## src/rtl/pr_pkg.sv

```systemverilog
package pr_pkg;

    typedef enum logic [1:0] {
        ST_IDLE = 2'd0,
        ST_QUAL = 2'd1,
        ST_HOLD = 2'd2
    } pr_state_e;

    typedef struct packed {
        pr_state_e state;
        logic      rev;
        logic      ring;
        logic      prep;
    } pr_regs_t;

endpackage

```

## src/rtl/pr_sync.sv

```systemverilog
module pr_sync #(
    parameter int WIDTH  = 2,
    parameter int STAGES = 2
) (
    input  logic             clk,
    input  logic             rst_n,
    input  logic [WIDTH-1:0] din,
    output logic [WIDTH-1:0] dout
);

    logic [STAGES-1:0][WIDTH-1:0] stage_d, stage_q;

    always_comb begin
        stage_d[0] = din;
        for (int s = 1; s < STAGES; s++) begin
            stage_d[s] = stage_q[s-1];
        end
    end

    always_ff @(posedge clk or negedge rst_n) begin
        if (!rst_n) begin
            stage_q <= '0;
        end else begin
            stage_q <= stage_d;
        end
    end

    assign dout = stage_q[STAGES-1];

endmodule

```

## src/rtl/pr_rise.sv

```systemverilog
module pr_rise #(
    parameter int WIDTH = 2
) (
    input  logic             clk,
    input  logic             rst_n,
    input  logic [WIDTH-1:0] sig,
    output logic [WIDTH-1:0] rise
);

    logic [WIDTH-1:0] prev_d, prev_q;

    always_comb begin
        prev_d = sig;
    end

    always_ff @(posedge clk or negedge rst_n) begin
        if (!rst_n) begin
            prev_q <= '0;
        end else begin
            prev_q <= prev_d;
        end
    end

    genvar b;
    generate
        for (b = 0; b < WIDTH; b++) begin : g_bit
            assign rise[b] = sig[b] & ~prev_q[b];
        end
    endgenerate

endmodule

```

## src/rtl/pr_window.sv

```systemverilog
module pr_window #(
    parameter int LIMIT = 40
) (
    input  logic clk,
    input  logic rst_n,
    input  logic clr,
    input  logic tick,
    output logic expire
);

    localparam int CW = (LIMIT < 2) ? 1 : $clog2(LIMIT + 1);
    localparam logic [CW-1:0] LAST = CW'(LIMIT - 1);

    logic [CW-1:0] cnt_d, cnt_q;

    always_comb begin
        expire = tick && !clr && (cnt_q == LAST);
        cnt_d  = cnt_q;
        if (clr) begin
            cnt_d = '0;
        end else if (tick) begin
            cnt_d = expire ? '0 : cnt_q + 1'b1;
        end
    end

    always_ff @(posedge clk or negedge rst_n) begin
        if (!rst_n) begin
            cnt_q <= '0;
        end else begin
            cnt_q <= cnt_d;
        end
    end

endmodule

```

## src/rtl/polrev_discriminator.sv

```systemverilog
module polrev_discriminator
    import pr_pkg::*;
#(
    parameter int WINDOW_MS   = 40,
    parameter int SYNC_STAGES = 2
) (
    input  logic clk,
    input  logic rst_n,
    input  logic det_pos_i,
    input  logic det_neg_i,
    input  logic fullwave_en_i,
    input  logic ms_tick_i,
    input  logic cid_done_i,
    output logic reversal_o,
    output logic ring_o,
    output logic busy_o,
    output logic cid_prep_o
);

    localparam int NDET = 2;

    logic [NDET-1:0] det_sync, det_rise;
    logic            ev;
    logic            win_clr;
    logic            win_expire;
    pr_regs_t        r_d, r_q;

    pr_sync #(.WIDTH(NDET), .STAGES(SYNC_STAGES)) i_sync (
        .clk   (clk),
        .rst_n (rst_n),
        .din   ({det_neg_i, det_pos_i}),
        .dout  (det_sync)
    );

    pr_rise #(.WIDTH(NDET)) i_rise (
        .clk   (clk),
        .rst_n (rst_n),
        .sig   (det_sync),
        .rise  (det_rise)
    );

    pr_window #(.LIMIT(WINDOW_MS)) i_window (
        .clk    (clk),
        .rst_n  (rst_n),
        .clr    (win_clr),
        .tick   (ms_tick_i),
        .expire (win_expire)
    );

    // Event: positive edge always, negative edge only with full-wave sensing
    assign ev      = det_rise[0] | (fullwave_en_i & det_rise[1]);
    // Counter is held at zero while idle and restarts on every event
    assign win_clr = (r_q.state == ST_IDLE) | ev;

    always_comb begin
        r_d      = r_q;
        r_d.rev  = 1'b0;
        r_d.ring = 1'b0;
        if (cid_done_i) begin
            r_d.prep = 1'b0;
        end
        unique case (r_q.state)
            ST_IDLE: begin
                if (ev) begin
                    r_d.state = ST_QUAL;
                end
            end
            ST_QUAL: begin
                if (ev) begin
                    r_d.ring  = 1'b1;
                    r_d.state = ST_HOLD;
                end else if (win_expire) begin
                    r_d.rev   = 1'b1;
                    r_d.prep  = 1'b1;
                    r_d.state = ST_IDLE;
                end
            end
            ST_HOLD: begin
                if (!ev && win_expire) begin
                    r_d.state = ST_IDLE;
                end
            end
            default: begin
                r_d.state = ST_IDLE;
            end
        endcase
    end

    always_ff @(posedge clk or negedge rst_n) begin
        if (!rst_n) begin
            r_q <= '{state: ST_IDLE, rev: 1'b0, ring: 1'b0, prep: 1'b0};
        end else begin
            r_q <= r_d;
        end
    end

    assign reversal_o = r_q.rev;
    assign ring_o     = r_q.ring;
    assign busy_o     = (r_q.state != ST_IDLE);
    assign cid_prep_o = r_q.prep;

endmodule

```

## config.mk

```make
export PLATFORM = sky130hd
export DESIGN_NAME = polrev_discriminator
export DESIGN_NICKNAME = d
export VERILOG_FILES = /design/src/rtl/pr_pkg.sv /design/src/rtl/pr_sync.sv /design/src/rtl/pr_rise.sv /design/src/rtl/pr_window.sv /design/src/rtl/polrev_discriminator.sv
export SDC_FILE = /design/constraint.sdc
export NUM_CORES = 1
export LEC_CHECK = 0
export BUFFER_PORTS_ARGS = -buffer_cell sky130_fd_sc_hd__buf_2
export CORE_AREA = 2 2 39 41
export DETAILED_ROUTE_END_ITERATION = 6
export DIE_AREA = 0 0 41 43
export PLACE_DENSITY = 0.76
export SYNTH_ARGS = -nofsm -noshare
export SYNTH_HDL_FRONTEND = slang
export SYNTH_SLANG_ARGS = --single-unit
```

## constraint.sdc

```tcl
create_clock -name clk -period 4.2 [get_ports clk]
set_input_delay 0.63 -clock clk [delete_from_list [all_inputs] [get_ports clk]]
set_output_delay 0.63 -clock clk [all_outputs]
set_load 0.02 [all_outputs]
```

Word-level counts from Yosys, hierarchy flattened. Cells that the tools add are included.

Bitwise operators: 7. Equal/unequal tests: 6. Add/sub/neg operators: 1. Multiplexer cells: 14. Reductions and logical operators: 9.

Operator list (number): $mux W6 (3); $add A6 B1 Y6 const B (1); $eq A6 B6 Y1 const B (1); $mux W2 (3); $mux W3 (2); $pmux W2 S3 (1); $mux W1 (5); $ne A2 B2 Y1 const B (2); $reduce_bool A2 Y1 (2); $and A1 B1 Y1 (3); $logic_and A1 B1 Y1 (3); $ne A3 B3 Y1 const B (1); $reduce_and A3 Y1 (1); $eq A2 B1 Y1 const B (1); $eq A2 B2 Y1 const B (1); $logic_not A1 Y1 (2); $logic_not A2 Y1 (1); $not A1 Y1 (2); $or A1 B1 Y1 (2).

Input bits: 7. Word-level logic and storage cells: 45. Register bits: 17. Output and inout bits: 4.

Longest topological paths before layout. Gate-level depths: netlist of run 1.

Depth after elaboration: 11. Gate-level depth with buffers: 4. Mapped depth without buffers: 4.

Hierarchy. A second synthesis of run 1 with hierarchy kept.

Cell total of the unflattened synthesis: 63. Area total of the unflattened synthesis: 735.7 µm².

Modules (own cells, without submodules): pr_window (area each 347.8 µm², seq. area each 150.1 µm², cells each 36, instances 1); polrev_discriminator (area each 210.2 µm², seq. area each 125.1 µm², cells each 19, instances 1); pr_sync (area each 100.1 µm², seq. area each 100.1 µm², cells each 4, instances 1); pr_rise (area each 77.6 µm², seq. area each 50.0 µm², cells each 4, instances 1).

Worst setup path before layout of run 1. Ideal clock, no wire load.

Path type: reg2reg. From: register i_window.cnt_q[0]. To: register i_window.cnt_q[3]. Setup slack: 2.837 ns. Clock period less this slack: 1.363 ns. Path buffers: 0. Required time: 4.120 ns. Data arrival time: 1.283 ns. Cell stages (with the launch flop): 5. Cell sequence: dfrtp_1 > ha_1 > and4bb_1 > a211o_2 > a21oi_1.

Longest elaborated chain between the ends: 5. Elaborated cells between the ends (all ways): 6.

RTL lines: start, declared (RTL line pr_window.sv:14) `logic [CW-1:0] cnt_d, cnt_q;`; start signal, assigned (RTL line pr_window.sv:30) `cnt_q <= cnt_d;`; parallel branches: the longest is 2 deep, another holds $add A6 B1 Y6; $mux W6 (*) (RTL line pr_window.sv:22) `cnt_d = expire ? '0 : cnt_q + 1'b1;`; $mux W6 (*) (RTL line pr_window.sv:21) `end else if (tick) begin`; $mux W6 (*) (RTL line pr_window.sv:19) `if (clr) begin`.

Mark *: on every way between the ends. The select of a mux whose other input is x is not followed. A chain may end at the register's enable or synchronous reset.

Worst setup path in the final report of run 1.
From: register r_q[3] (netlist bit). To: output busy_o.

Longest elaborated chain between the ends: 1.

RTL lines: start, declared (RTL line polrev_discriminator.sv:26) `pr_regs_t r_d, r_q;`; start signal, assigned (RTL line polrev_discriminator.sv:91) `r_q <= '{state: ST_IDLE, rev: 1'b0, ring: 1'b0, prep: 1'b0};`; start signal, assigned (RTL line polrev_discriminator.sv:93) `r_q <= r_d;`; $reduce_bool A2 Y1 (RTL line polrev_discriminator.sv:99) `assign busy_o = (r_q.state != ST_IDLE);`; end, declared (RTL line polrev_discriminator.sv:16) `output logic busy_o,`.

No other way between the ends.

==> flow_summary.ini, run 1 <==
[yosys]
synth.most_common_cell = dfrtp_1
area_share_of_the_largest_cell_type_after_synthesis_pct = 59.0
synth_top_cells_by_count = dfrtp_1 (17), nand2_1 (5), a21oi_1 (4)
synth_enable_flop_cells = 0
ys.warnings.count = 0
synth-main-ff-cell = dfrtp_1
ys_async_sr_fraction_pct = 100
synth.distinct_cells = 28
synth.cell_area_um2 = 721
netlist.top_cell.by_area = dfrtp_1
netlist_instances = 61
syn_nets = 69
yosys_register_bits = 17
synth_area_leaders = dfrtp_1 (59%), a21oi_1 (2.8%), nand2_1 (2.6%)
synth_sequential_area_ratio_pct = 59.0
synthesis.area_per_instance_um2 = 11.8

[grt]
grt_pass1_vias = 494
grt_pass1_wl_mm = 2.16
grt_overflow = 0
grt_antenna_before_repair = 0
maximum_number_of_pins_on_one_net_before_global_route_repair = 18
track_usage_pct = 19.4

[pwr]
p_sw_uw = 113
intPower_uw = 249
power_leakage_uw = 0.000378
share_seq_of_total_power_pct = 53.9
power.density_nw_per_um2 = 443
share_clk_of_total_power_pct = 24.5
swShare_pct = 31.3
power.ir.vdd_worst_mv = 0.196
p_comb_share_pct = 21.6

[cts]
htreeDepth = 1
cts_tree = built
post-cts-setup-buffers = 0
clk_path_buf_depth = 2
holdBufCountCts = 0
cts_root_buf = clkbuf_4
cts_sinks = 17
post_cts_resized = 0
cts.clk_slew.worst_paths_ns = 0.10
tritoncts_buffer_count = 3
clock_insertion_delay_at_the_later_pin_of_the_skew_report_ns = 0.30

[worst_setup_path]
cp_data_arrival_time_ns = 1.19
worstPathBufferInverterCount = 1
timing.critical_path.required_ns = 3.57
crit_path_cell_trace = or2_2 > buf_2
crit_path_max_incr_delay_ns = 0.40
slowest_stage_cell_crit_path = dfrtp_1
timing_worst_setup_path_type = flop to output pin
crit_path_max_fanout = 3
worst_setup_path_end_kind = output pin
start_kind = flop
critical_path.top_delay_family = flip-flops

[finish]
post-route-util_pct = 59.1
layout.nets = 84
final.fill_count = 117
antenna-diode-count = 0
area.growth.synth_to_final_pct = 13.5
drive_above_1_share_pct = 26.7

[timing]
sum_of_negative_setup_slack_ns = 0
final_period_minus_worst_setup_slack_ns = 1.82
rsz0062_at_grt = no
setup_violations = 0
timing.fmax_ghz = 0.550
hold_violations = 0
slew_headroom_pct = 75.3
fin_worst_skew_ns = 0.00259
layout_worst_path_cycle_share_pct = 43.3
report.final.slew_viol_count = 0
tightest_pin_transition_ns = 0.371

[floorplanning]
design.die.area_um2 = 1760
core_region_area_um2 = 1380
rows = 14
fp.dieH_um = 43
floorplan.die.width_um = 41
ioPinCount = 11
effective_utilization_at_floorplan_pct = 52.1

[detailed_routing]
count_of_tritonroute_iterations_in_the_first_routing_pass = 4
drt_first_iter_violations = 6
topRoutingLayerUsed = met4
detailroute.wirelength.met3_um = 48
ant_nets = 0
detail_route.wirelength_mm = 1.32
vias_post_dr = 515
vias_per_cell = 5.66
wl_met1_um = 574
drcViolationCount = 0
route.met2.wl_um = 665
detail_route.wl_per_cell_um = 14.5

[run]
timing.max_cap.violations = 0

[placed_design]
place.port_buffers = 10
detailedPlacementHpwl_um = 994
final_gp_congestion = 0.845

[hold_path]
worst_hold_path_type = primary input to async pin

[outcome]
status = complete, no violations
## metal layers
| layer | GRT usage [%] | vias up |
|---|---|---|
| met5 | 0 | - |
| met4 | 14.7 | 0 |
| met3 | 6.28 | 3 |
| met2 | 27.5 | 11 |
| met1 | 23.3 | 250 |
| li1 | - | 251 |
## per-stage QoR
step / instances / area [um^2] / worst slack (ns) / hold slack [ns] / power (uW)
6_report: 91 / 818 / 2.38 / 0.229 / 363
5_1_grt: 91 / 818 / 2.33 / 0.250 / 384
4_1_cts: 91 / 818 / 2.38 / 0.244 / 364
3_5_place_dp: 87 / 791 / 2.66 / 0.343 / 279
3_3_place_gp: 87 / 791 / 2.70 / 0.332 / 273
2_1_floorplan: 61 / 721 / 2.84 / 0.331 / 251
## logic make-up (layout without fill, tap and decap cells)
| family | Yosys count | count (layout) | synth area share (%) |
|---|---|---|---|
| flops | 17 | 17 | 59.0 |
| simple gates | 24 | 24 | 20.3 |
| fa+ha+maj | 1 | 1 | 1.74 |
| xor+xnor | 2 | 2 | 2.43 |
| buf+inv | 3 | 17 | 1.56 |
| compound gates | 14 | 14 | 14.9 |
## power groups by stage
| stage | sequential (uW) | clock [uW] | combinational, uW |
|---|---|---|---|
| floorplan | 196 | 0 | 54.5 |
| global placement | 197 | 0 | 75.9 |
| detailed placement | 199 | 0 | 79.6 |
| CTS | 196 | 88.2 | 79.9 |
| global route | 198 | 99.0 | 87.0 |
| finish | 196 | 88.9 | 78.3 |
## flip-flops by register name (all words and copies together) (netlist names)
register,cells
r_q,2
i_rise.prev_q,2
i_window.cnt_q,6
ring_o,1
i_sync.stage_d,2
i_sync.dout,2
cid_prep_o,1
reversal_o,1
## path summary, 6_finish.rpt
path / slack [ns] / start / endpoint / cells after the start
worst max-delay path: 2.38 / r_q[3]$_DFFE_PN0P_ / busy_o / 2
worst min-delay path: 0.23 / rst_n / cid_prep_o$_DFF_PN0_ / 1
worst max register to register: 2.68 / i_window.cnt_q[0]$_DFFE_PN0P_ / i_window.cnt_q[3]$_DFFE_PN0P_ / 4
worst min register to register: 0.36 / i_sync.stage_d[2]$_DFF_PN0_ / i_sync.dout[0]$_DFF_PN0_ / 0
max in group asynchronous: 3.70 / rst_n / i_sync.stage_d[3]$_DFF_PN0_ / 1
min in group clk: 0.36 / i_sync.stage_d[2]$_DFF_PN0_ / i_sync.dout[0]$_DFF_PN0_ / 0
## cell usage in the layout, fill, tap and decap left out, types with 2 or more instances in the layout
cell type and instances:
a21oi_1 4, nand4_1 2, inv_1 3, nand3_1 3
buf_2 10, nand2_1 5, nor2b_1 3, o22ai_1 2
nor2_1 3, dfrtp_1 17, clkbuf_4 3
## layout make-up
class	count	area, um^2	area share [%]
inverters	3	11.3	1.38
repair buffers	10	50.0	6.12
flip-flops and latches	17	425	52.0
clock buffers	3	22.5	2.75
multi-input cells	41	284	34.7
clock inverters	1	5.00	0.612
well taps	16	20.0	2.45
No activity file was read; power rests on OpenSTA's default activity.
==> run 2: changes to the inputs <==
--- a/config.mk
+++ b/config.mk
@@ -6,10 +6,10 @@
 export NUM_CORES = 1
 export LEC_CHECK = 0
 export BUFFER_PORTS_ARGS = -buffer_cell sky130_fd_sc_hd__buf_2
-export CORE_AREA = 2 2 39 41
+export CORE_AREA = 2 2 43 45
 export DETAILED_ROUTE_END_ITERATION = 6
-export DIE_AREA = 0 0 41 43
-export PLACE_DENSITY = 0.76
+export DIE_AREA = 0 0 45 47
+export PLACE_DENSITY = 0.67
 export SYNTH_ARGS = -nofsm -noshare
 export SYNTH_HDL_FRONTEND = slang
 export SYNTH_SLANG_ARGS = --single-unit
==> constraint.sdc (replaced) <==
create_clock -name clk -period 1.55 [get_ports clk]
set_input_delay 0.2325 -clock clk [delete_from_list [all_inputs] [get_ports clk]]
set_output_delay 0.2325 -clock clk [all_outputs]
set_load 0.02 [all_outputs]
==> flow_summary.ini, run 2 (same netlist as run 1, synthesis figures left out) <==
[outcome]
status = complete, no violations

[placed_design]
detailed_place.area_um2 = 792
detailedPlacementHpwl_um = 889
final_gp_congestion = 0.739
place.port_buffers = 10

[hold_path]
hold-path-cell-count = 1
worst_hold_path_type = primary input to flop

[finish]
antenna-diode-count = 0
area.growth.synth_to_final_pct = 15.1
layout_common_cells = dfrtp_1 (17), buf_2 (10), nand2_1 (5)
top_register = i_window.cnt_q
final.fill_count = 160
layout.area.seq_um2 = 425
multi_input_gate_area_um2 = 284
largest_reg_flops = 6
drive_above_1_share_pct = 26.3
layout.nets = 85
mostFrequentLayoutCell = dfrtp_1
final_instance_area_um2 = 830

[timing]
setup_violations = 0
layout_worst_path_cycle_share_pct = 94.6
timing.fmax_ghz = 0.682
final_period_minus_worst_setup_slack_ns = 1.47
slew_headroom_pct = 76.4
hold_violations = 0
rsz0062_at_grt = no
report.final.slew_viol_count = 0
sum_of_negative_setup_slack_ns = 0
fin_worst_skew_ns = 0.00235
tightest_pin_transition_ns = 0.354

[grt]
grt_antenna_before_repair = 0
grt_overflow = 0
maximum_number_of_pins_on_one_net_before_global_route_repair = 18
grt_pass1_vias = 507
grt_pass1_wl_mm = 2.02
track_usage_pct = 14.2

[floorplanning]
design.die.area_um2 = 2120
rows = 15
fp.dieH_um = 47
ioPinCount = 11
floorplan.die.width_um = 45
core_region_area_um2 = 1650
effective_utilization_at_floorplan_pct = 43.6

[pwr]
power_leakage_uw = 0.000382
power.ir.vdd_worst_mv = 0.617
p_total_uw = 972
power.density_nw_per_um2 = 1170

[detailed_routing]
vias_post_dr = 520
detail_route.wl_per_cell_um = 13.0
ant_nets = 0
detail_route.wirelength_mm = 1.21
drt_first_iter_violations = 4
vias_per_cell = 5.59
drcViolationCount = 0
count_of_tritonroute_iterations_in_the_first_routing_pass = 4

[worst_setup_path]
timing.critical_path.required_ns = 1.77
worst_setup_path_end_kind = flop
start_kind = flop
worstRegToRegCells = 4
cp_data_arrival_time_ns = 1.69
timing_worst_setup_path_type = flop to flop
crit_path_max_fanout = 5

[cts]
htreeDepth = 1
cts_root_buf = clkbuf_4
cts_tree = built
cts.clk_slew.worst_paths_ns = 0.09
post-cts-setup-buffers = 0
holdBufCountCts = 1
clk_path_buf_depth = 2
post_cts_resized = 0
cts_sinks = 17
clock_insertion_delay_at_the_later_pin_of_the_skew_report_ns = 0.29
tritoncts_buffer_count = 3

[run]
timing.max_cap.violations = 0
==> run 2: worst max-delay path: stages (launching register included) <==
cell	delay [ns]
dfrtp_1	0.44
ha_1	0.26
and4bb_1	0.25
a211o_2	0.33
a21oi_1	0.12
==> run 2: layer usage <==
metal | wire, um | vias up | global-route usage (%) | part of all wire (%)
met2 | 628 | 9 | 26.0 | 52
met5 | 0 | - | 0 | 0
met4 | 44 | 0 | 12.4 | 3.6
met3 | 44 | 4 | 3.46 | 3.6
li1 | - | 253 | - | -
met1 | 494 | 254 | 13.2 | 41
==> run 2: layout make-up <==
cell class	count	area share (%)
sequential	17	51.3
timing repair buffer	11	7.24
multi-input combinational	41	34.2
inverter	3	1.36
clock buffer	3	2.71
clock inverter	1	0.603
tap	17	2.56
==> run 2: power by group <==
| group | total (uW) | internal [uW] | switching (uW) |
|---|---|---|---|
| sequential | 527 | 491 | 36.1 |
| clock | 232 | 96.1 | 136 |
| combinational | 212 | 89.5 | 123 |
==> run 2: final timing paths <==
| path | slack, ns | start | end |
|---|---|---|---|
| max | 0.08 | i_window.cnt_q[0]$_DFFE_PN0P_ | i_window.cnt_q[3]$_DFFE_PN0P_ |
| min | 0.04 | det_pos_i | i_sync.stage_d[2]$_DFF_PN0_ |
| max reg2reg | 0.08 | i_window.cnt_q[0]$_DFFE_PN0P_ | i_window.cnt_q[3]$_DFFE_PN0P_ |
| min reg2reg | 0.36 | i_sync.stage_d[2]$_DFF_PN0_ | i_sync.dout[0]$_DFF_PN0_ |
| max in group asynchronous | 0.92 | rst_n | i_sync.dout[0]$_DFF_PN0_ |
| min in group asynchronous | 0.37 | rst_n | r_q[4]$_DFFE_PN0P_ |
==> run 2: metrics by stage <==
step | setup WS (ns) | hold WS, ns | instances | util [%]
after floorplan | 0.187 | -0.0631 | 61 | -
after global placement | 0.147 | 0.167 | 88 | 48.0
after detailed placement | 0.0986 | 0.166 | 88 | 48.0
after CTS | 0.0803 | 0.0321 | 93 | 50.2
after global routing | 0.00912 | 0.0180 | 93 | 50.2
final | 0.0843 | 0.0401 | 93 | 50.2
==> run 3: changes to the inputs <==
--- a/config.mk
+++ b/config.mk
@@ -6,10 +6,10 @@
 export NUM_CORES = 1
 export LEC_CHECK = 0
 export BUFFER_PORTS_ARGS = -buffer_cell sky130_fd_sc_hd__buf_2
-export CORE_AREA = 2 2 43 45
+export CORE_AREA = 2 2 41 43
 export DETAILED_ROUTE_END_ITERATION = 6
-export DIE_AREA = 0 0 45 47
-export PLACE_DENSITY = 0.67
+export DIE_AREA = 0 0 43 45
+export PLACE_DENSITY = 0.7
 export SYNTH_ARGS = -nofsm -noshare
 export SYNTH_HDL_FRONTEND = slang
 export SYNTH_SLANG_ARGS = --single-unit
==> constraint.sdc (replaced) <==
create_clock -name clk -period 1.4 [get_ports clk]
set_input_delay 0.21 -clock clk [delete_from_list [all_inputs] [get_ports clk]]
set_output_delay 0.21 -clock clk [all_outputs]
set_load 0.02 [all_outputs]
==> flow_summary.ini, run 3 (same netlist as run 1, synthesis figures left out) <==
[grt]
grt_pass1_wl_mm = 2.37
grt_overflow = 0
grt_pass1_vias = 563
met1_usage_in_global_routing_pct = 19.9
grt_antenna_before_repair = 0
maximum_number_of_pins_on_one_net_before_global_route_repair = 18
grt-busiest-layer = met2
gr-usage-met2_pct = 30.0
gr-usage-met3_pct = 2.40
track_usage_pct = 16.9

[hold_path]
hold-path-cell-count = 1
worst_hold_path_type = primary input to flop

[cts]
clk_path_buf_depth = 2
cts_tree = built
cts.clk_slew.worst_paths_ns = 0.09
clock_insertion_delay_at_the_later_pin_of_the_skew_report_ns = 0.28
tritoncts_buffer_count = 3
cts_sinks = 17
cts_root_buf = clkbuf_4
htreeDepth = 1

[finish]
layout.nets = 88
finish.cell_count_without_fillers = 95
area.growth.synth_to_final_pct = 19.4
final_instance_area_um2 = 861
largest_reg_flops = 6
drive_above_1_share_pct = 30.4
antenna-diode-count = 0
mostFrequentLayoutCell = dfrtp_1
final.fill_count = 130
layout_common_cells = dfrtp_1 (17), buf_2 (9), nand2_1 (5)
top_register = i_window.cnt_q

[floorplanning]
effective_utilization_at_floorplan_pct = 49.0
fp.dieH_um = 45
core_region_area_um2 = 1470
ioPinCount = 11
design.die.area_um2 = 1940
rows = 14
floorplan.die.width_um = 43

[detailed_routing]
detail_route.wirelength_mm = 1.31
ant_nets = 0
vias_per_cell = 5.73
detail_route.wl_per_cell_um = 13.8
drt_first_iter_violations = 14
count_of_tritonroute_iterations_in_the_first_routing_pass = 6
vias_post_dr = 544
drcViolationCount = 0

[timing]
rsz0062_at_grt = yes
report.final.slew_viol_count = 0
sum_of_negative_setup_slack_ns = 0
setup_violations = 0
fin_worst_skew_ns = 0.000517
layout_worst_path_cycle_share_pct = 94.7
slew_headroom_pct = 75.5
hold_violations = 0
final_period_minus_worst_setup_slack_ns = 1.33
timing.fmax_ghz = 0.754
tightest_pin_transition_ns = 0.367

[worst_setup_path]
cp_data_arrival_time_ns = 1.53
start_kind = flop
worst_setup_path_end_kind = flop
worstRegToRegCells = 4
crit_path_max_fanout = 3
timing.critical_path.required_ns = 1.60
timing_worst_setup_path_type = flop to flop

[pwr]
power.ir.vdd_worst_mv = 0.727
p_total_uw = 1120
power_leakage_uw = 0.000394
power.density_nw_per_um2 = 1300

[placed_design]
final_gp_congestion = 0.853
detailed_place.area_um2 = 813
detailedPlacementHpwl_um = 982
placed_cells_incl_taps = 90
place.port_buffers = 10

[run]
timing.max_cap.violations = 0

[outcome]
status = complete, no violations
run 3: report_power, final:
group | leakage, uW | internal [uW] | total [uW] | switching, uW
Sequential | 0.000219 | 544 | 576 | 31.5
Clock | 0.0000150 | 111 | 247 | 136
Combinational | 0.000160 | 140 | 299 | 159
run 3: routing by layer:
| metal | wire [um] | up-vias |
|---|---|---|
| li1 | - | 259 |
| met1 | 573 | 263 |
| met2 | 677 | 16 |
| met3 | 36 | 6 |
| met4 | 27 | 0 |
| met5 | 0 | - |
run 3: metrics by stage:
| stage | util [%] | worst slack (ns) | hold slack (ns) |
|---|---|---|---|
| final | 58.5 | 0.0742 | 0.0304 |
| after global routing | 58.5 | -0.00827 | 0.0189 |
| after CTS | 57.7 | 0.0155 | 0.0242 |
| after detailed placement | 55.3 | 0.0528 | 0.146 |
| after global placement | 55.3 | 0.100 | 0.143 |
| after floorplan | - | 0.0371 | -0.0856 |
run 3: path summary, 6_finish.rpt:
path                                               start                             to  slack [ns]
setup / recovery           i_window.cnt_q[0]$_DFFE_PN0P_  i_window.cnt_q[0]$_DFFE_PN0P_        0.07
hold / removal                                 det_pos_i    i_sync.stage_d[2]$_DFF_PN0_        0.03
setup reg to reg           i_window.cnt_q[0]$_DFFE_PN0P_  i_window.cnt_q[0]$_DFFE_PN0P_        0.07
hold reg to reg              i_sync.stage_d[3]$_DFF_PN0_       i_sync.dout[1]$_DFF_PN0_        0.35
max in group asynchronous                          rst_n           cid_prep_o$_DFF_PN0_        0.77
min in group asynchronous                          rst_n  i_window.cnt_q[1]$_DFFE_PN0P_        0.36
run 3: repair_timing:
item,in CTS,in global routing
endpoints found under the setup margin,0,3
buffers inserted,0,0
hold buffers,1,0
hold endpoints to repair,17,0
resized for setup,0,4
run 3: final cells by class:
type,instances,area [um^2],share of cell area [%]
timing repair buffer,14,85.1,9.88
inverter,3,11.3,1.31
multi-input combinational,41,293,34.0
clock buffer,4,26.3,3.05
sequential,17,425,49.4
tap,16,20.0,2.33
run 3: critical path: stages, from the launching register on:
cell and delay [ns]:
dfrtp_1 0.40, ha_2 0.19, and4bb_1 0.23, a211o_1 0.30
a21oi_1 0.13
